[config.mk]
export PLATFORM = sky130hd
export DESIGN_NAME = capt_unit
export DESIGN_NICKNAME = d
export VERILOG_FILES = /design/src/rtl/capt_pkg.sv /design/src/rtl/capt_edge_sync.sv /design/src/rtl/capt_prescale.sv /design/src/rtl/capt_latch.sv /design/src/rtl/capt_unit.sv
export SDC_FILE = /design/constraint.sdc
export NUM_CORES = 1
export LEC_CHECK = 0
export BUFFER_PORTS_ARGS = -buffer_cell sky130_fd_sc_hd__buf_4
export CAP_MARGIN = 20
export CELL_PAD_IN_SITES_DETAIL_PLACEMENT = 1
export CELL_PAD_IN_SITES_GLOBAL_PLACEMENT = 1
export CORE_MARGIN = 3
export CORE_UTILIZATION = 32
export CTS_CLUSTER_SIZE = 24
export DETAILED_ROUTE_END_ITERATION = 7
export GPL_ROUTABILITY_DRIVEN = 0
export PLACE_DENSITY = 0.76
export SYNTH_ARGS = -nofsm -noshare
export SYNTH_HDL_FRONTEND = slang
export SYNTH_SLANG_ARGS = --single-unit
[constraint.sdc]
create_clock -name clk -period 1.8 [get_ports clk]
set_clock_uncertainty 0.2 [all_clocks]
set_input_delay 0.09 -clock clk [delete_from_list [all_inputs] [get_ports clk]]
set_output_delay 0.09 -clock clk [all_outputs]
set_load 0.01 [all_outputs]
[src/rtl/capt_pkg.sv]
package capt_pkg;
  typedef struct packed {
    logic       en;
    logic       falling;
    logic [2:0] div_log;
  } mode_dec_t;

  function automatic mode_dec_t decode_mode(input logic [3:0] m);
    mode_dec_t d;
    d = '0;
    unique case (m)
      4'b0100: begin d.en = 1'b1; d.falling = 1'b1; d.div_log = 3'd0; end
      4'b0101: begin d.en = 1'b1; d.div_log = 3'd0; end
      4'b0110: begin d.en = 1'b1; d.div_log = 3'd2; end
      4'b0111: begin d.en = 1'b1; d.div_log = 3'd4; end
      default: d = '0;
    endcase
    return d;
  endfunction
endpackage

[src/rtl/capt_edge_sync.sv]
module capt_edge_sync #(
  parameter int STAGES = 2
) (
  input  logic clk,
  input  logic rst_n,
  input  logic pin_i,
  output logic rise_o,
  output logic fall_o
);
  logic [STAGES:0] stg_q;

  always_ff @(posedge clk or negedge rst_n) begin
    if (!rst_n) stg_q[0] <= 1'b0;
    else        stg_q[0] <= pin_i;
  end

  for (genvar i = 1; i <= STAGES; i++) begin : g_stage
    always_ff @(posedge clk or negedge rst_n) begin
      if (!rst_n) stg_q[i] <= 1'b0;
      else        stg_q[i] <= stg_q[i-1];
    end
  end

  assign rise_o = stg_q[STAGES-1] & ~stg_q[STAGES];
  assign fall_o = ~stg_q[STAGES-1] & stg_q[STAGES];
endmodule

[src/rtl/capt_prescale.sv]
module capt_prescale #(
  parameter int CNT_W = 4
) (
  input  logic       clk,
  input  logic       rst_n,
  input  logic       en_i,
  input  logic       qual_i,
  input  logic [2:0] div_log_i,
  output logic       event_o
);
  logic [CNT_W-1:0] cnt_q;
  logic [CNT_W-1:0] mask;

  always_comb begin
    mask = '0;
    for (int b = 0; b < CNT_W; b++)
      if (b < int'(div_log_i)) mask[b] = 1'b1;
  end

  assign event_o = en_i && qual_i && ((cnt_q & mask) == mask);

  always_ff @(posedge clk or negedge rst_n) begin
    if (!rst_n)      cnt_q <= '0;
    else if (!en_i)  cnt_q <= '0;
    else if (qual_i) cnt_q <= cnt_q + 1'b1;
  end
endmodule

[src/rtl/capt_latch.sv]
module capt_latch #(
  parameter int TW = 16
) (
  input  logic          clk,
  input  logic          rst_n,
  input  logic          event_i,
  input  logic          switch_i,
  input  logic          clr_i,
  input  logic [TW-1:0] value_i,
  output logic [TW-1:0] cap_o,
  output logic          flag_o
);
  always_ff @(posedge clk or negedge rst_n) begin
    if (!rst_n) begin
      cap_o  <= '0;
      flag_o <= 1'b0;
    end else begin
      if (event_i) cap_o <= value_i;
      flag_o <= event_i | switch_i | (flag_o & ~clr_i);
    end
  end
endmodule

[src/rtl/capt_unit.sv]
module capt_unit
  import capt_pkg::*;
#(
  parameter int TW          = 16,
  parameter int SYNC_STAGES = 2,
  parameter int CNT_W       = 4
) (
  input  logic          clk,
  input  logic          rst_n,
  input  logic          cap_pin_i,
  input  logic [3:0]    mode_i,
  input  logic          tmr_sel_i,
  input  logic [TW-1:0] timer_a_i,
  input  logic [TW-1:0] timer_b_i,
  input  logic          flag_clr_i,
  output logic [TW-1:0] capture_o,
  output logic          flag_o
);
  mode_dec_t dec_now, dec_prev;
  logic [3:0] mode_q;
  logic rise_w, fall_w, qual_w, ev_w, sw_w;
  logic [TW-1:0] src_w;

  assign dec_now  = decode_mode(mode_i);
  assign dec_prev = decode_mode(mode_q);

  always_ff @(posedge clk or negedge rst_n) begin
    if (!rst_n) mode_q <= 4'b0000;
    else        mode_q <= mode_i;
  end

  assign sw_w   = dec_now.en && dec_prev.en && (mode_i != mode_q);
  assign qual_w = dec_now.falling ? fall_w : rise_w;
  assign src_w  = tmr_sel_i ? timer_b_i : timer_a_i;

  capt_edge_sync #(.STAGES(SYNC_STAGES)) u_sync (
    .clk(clk), .rst_n(rst_n), .pin_i(cap_pin_i),
    .rise_o(rise_w), .fall_o(fall_w)
  );

  capt_prescale #(.CNT_W(CNT_W)) u_pre (
    .clk(clk), .rst_n(rst_n), .en_i(dec_now.en), .qual_i(qual_w),
    .div_log_i(dec_now.div_log), .event_o(ev_w)
  );

  capt_latch #(.TW(TW)) u_latch (
    .clk(clk), .rst_n(rst_n), .event_i(ev_w), .switch_i(sw_w),
    .clr_i(flag_clr_i), .value_i(src_w), .cap_o(capture_o), .flag_o(flag_o)
  );
endmodule

==> impl_metrics.env <==
export IMPL_status="complete, no violations"
export IMPL_ctsResizeCount=0
export IMPL_synth_top_area_cell="dfrtp_1"
export IMPL_drtPass1Iterations=3
export IMPL_clkLatencyLatePin_ns=0.27
export IMPL_multi_input_comb_area_um2=596
export IMPL_maxSlewViolCount=0
export IMPL_power_density_nw_per_um2=774
export IMPL_place_inst=199
export IMPL_period_needed_ns=1.72
export IMPL_cts_tree="done"
export IMPL_drtAntennaViolNets=0
export IMPL_layout_cells_most_common="buf_4"
export IMPL_rsz0062_at_grt="yes"
export IMPL_grt_pass1_wl_um=6420
export IMPL_drive_gt1_share_pct=50.3
export IMPL_grt_overflow=0
export IMPL_io_buffer_count=57
export IMPL_fmax_mhz=582
export IMPL_cts_sinks=28
export IMPL_cts_buffer_depth=2
export IMPL_mostFrequentLayoutCells="58 x buf_4, 35 x dlygate4sd3_1, 28 x dfrtp_1"
export IMPL_start_util_pct=34.7
export IMPL_drc=0
export IMPL_synth_fp_nets=137
export IMPL_placed_area_um2=1820
export IMPL_utilization_pct=57.9
export IMPL_synthCells=95
export IMPL_worst_slew_pin_slew_ns=0.386
export IMPL_syn_cell_area_um2=1330
export IMPL_ys_ff_latch=28
export IMPL_required_ns=1.76
export IMPL_grt_antenna_before_repair=0
export IMPL_area_delta_synth_final_pct=66.8
export IMPL_critPathKind="register to register"
export IMPL_die_w_um=70.4
export IMPL_wire_per_inst_um=15.9
export IMPL_hold_class="input port to register"
export IMPL_routed_via_density=4.66
export IMPL_numCtsBuffers=3
export IMPL_slew_headroom_pct=73.9
export IMPL_synthTopCellsByArea="dfrtp_1 53%, mux2_2 20%, mux2_4 10%, mux2i_1 2.3%, xor2_1 1.3%"
export IMPL_ys_types=24
export IMPL_hold_violations=0
export IMPL_post_cts_buffers=0
export IMPL_drt_wl_total_um=3770
export IMPL_core_um2=3830
export IMPL_cp_data_arrival_time_ns=1.68
export IMPL_cts_root_buf="clkbuf_8"
export IMPL_final_cells=237
export IMPL_cp_max_fo=17
export IMPL_die_area_um2=4960
export IMPL_final_cell_area_um2=2210
export IMPL_drt_iter0_markers=12
export IMPL_min_period_over_period_pct=95.4
export IMPL_avgSynthCellArea_um2=14.0
export IMPL_fill_cells=402
export IMPL_p_leak_nw=1.06
export IMPL_cts_clk_slew_worst_paths_ns=0.09
export IMPL_cap_violations=0
export IMPL_diodes=0
export IMPL_grt_pass1_vias=1344
export IMPL_setup_viol_count_final=0
export IMPL_p_total_mw=1.71
export IMPL_netlist_area_leader_share_pct=52.8
export IMPL_track_usage_pct=16.8
export IMPL_dpl_hpwl_um=2490
export IMPL_cp_end_kind="register"
export IMPL_die_h_um=70.4
export IMPL_grt_max_degree=29
export IMPL_start_kind="register"
export IMPL_ioPinCount=58
export IMPL_yosysSeqAreaShare_pct=52.8
export IMPL_final_net_count=233
export IMPL_regArea_um2=701
export IMPL_num_vias=1104
export IMPL_h_tree_depth=1
export IMPL_num_rows=22
export IMPL_peakVddDrop_uv=373
export IMPL_yosysWarnings=0
per-stage QoR:
stage	worst slack [ns]	setup TNS [ns]	hold slack [ns]
final	0.0826	0	0.00834
after global routing	-0.0178	-0.101	0.0146
after CTS	0.0611	0	0.00277
after detailed placement	0.0786	0	-0.172
after global placement	0.147	0	-0.182
after floorplan	0.0661	0	-0.406
cell type report:
class                      instances  share of cell area, %
timing repair buffer              94                   36.4
sequential                        28                   31.6
multi-input combinational         61                   26.9
tap                               48                   2.71
clock buffer                       3                   1.86
inverter                           3                  0.508
synth_stat cells (all sizes together):
library cell  instances
a21boi                1
a21o                  2
a21oi                 2
buf                   2
clkbuf                1
dfrtp                28
ha                    1
inv                   3
mux2                 32
mux2i                 3
nand2                 1
nand2b                2
nand3                 4
nor2                  4
nor2b                 1
nor4b                 1
o2111ai               1
o21ai                 1
or2b                  2
xnor2                 1
xor2                  2
path summary, 6_finish.rpt:
path | startpoint | endpoint | slack (ns) | depth (start not counted)
worst max register to register | u_sync.stg_q[1] | u_latch.cap_o[6] | 0.08 | 5
worst max-delay path | u_sync.stg_q[1] | u_latch.cap_o[6] | 0.08 | 5
worst min-delay path | timer_a_i[0] | u_latch.cap_o[0] | 0.008 | 3
min in group asynchronous | rst_n | u_pre.cnt_q[0] | 0.06 | 2
worst min register to register | u_sync.stg_q[0] | u_sync.stg_q[1] | 0.17 | 0
max in group asynchronous | rst_n | u_pre.cnt_q[3] | 1.07 | 2
per-layer routing:
layer / up-vias / track usage (%) / wire length, um
met5: - / 0 / 0
met4: 0 / 5.11 / 46
met3: 5 / 3.88 / 212
met2: 39 / 31.5 / 2040
met1: 537 / 18.3 / 1480
li1: 523 / - / -
cells by family (layout without fill, tap and decap cells):
logic type,count (synthesis),in the layout,share of synthesized area [%]
flops,28,28,52.8
compound gates,7,7,3.49
mux,35,35,32.0
buf+inv,6,100,2.36
fa+ha+maj,1,1,0.942
xor+xnor,3,3,1.98
simple gates,15,15,6.50
where the power goes:
part,internal (mW),switching (mW),leakage (nW)
Clock,0.150,0.183,0.0216
Combinational,0.372,0.200,0.694
Sequential,0.740,0.0679,0.346
Total,1.26,0.451,1.06
flip-flops by register name, indices dropped and copies added (netlist names):
signal and cells:
u_pre.cnt_q 4, u_sync.stg_q 3, u_latch.cap_o 16, mode_q 4, u_latch.flag_o 1
worst max-delay path, stage by stage, from the launching register on:
cell and delay, ns:
dfrtp_1 0.40, or2b_1 0.24, mux2i_1 0.17, nand3_2 0.11, buf_12 0.18, mux2_4 0.30
timing repair:
| action | CTS | global route |
|---|---|---|
| endpoints found under the hold margin | 52 | 0 |
| hold buffers | 35 | 0 |
| endpoints found under the setup margin | 0 | 9 |
Note: power is estimated with default switching activity, not from simulation.
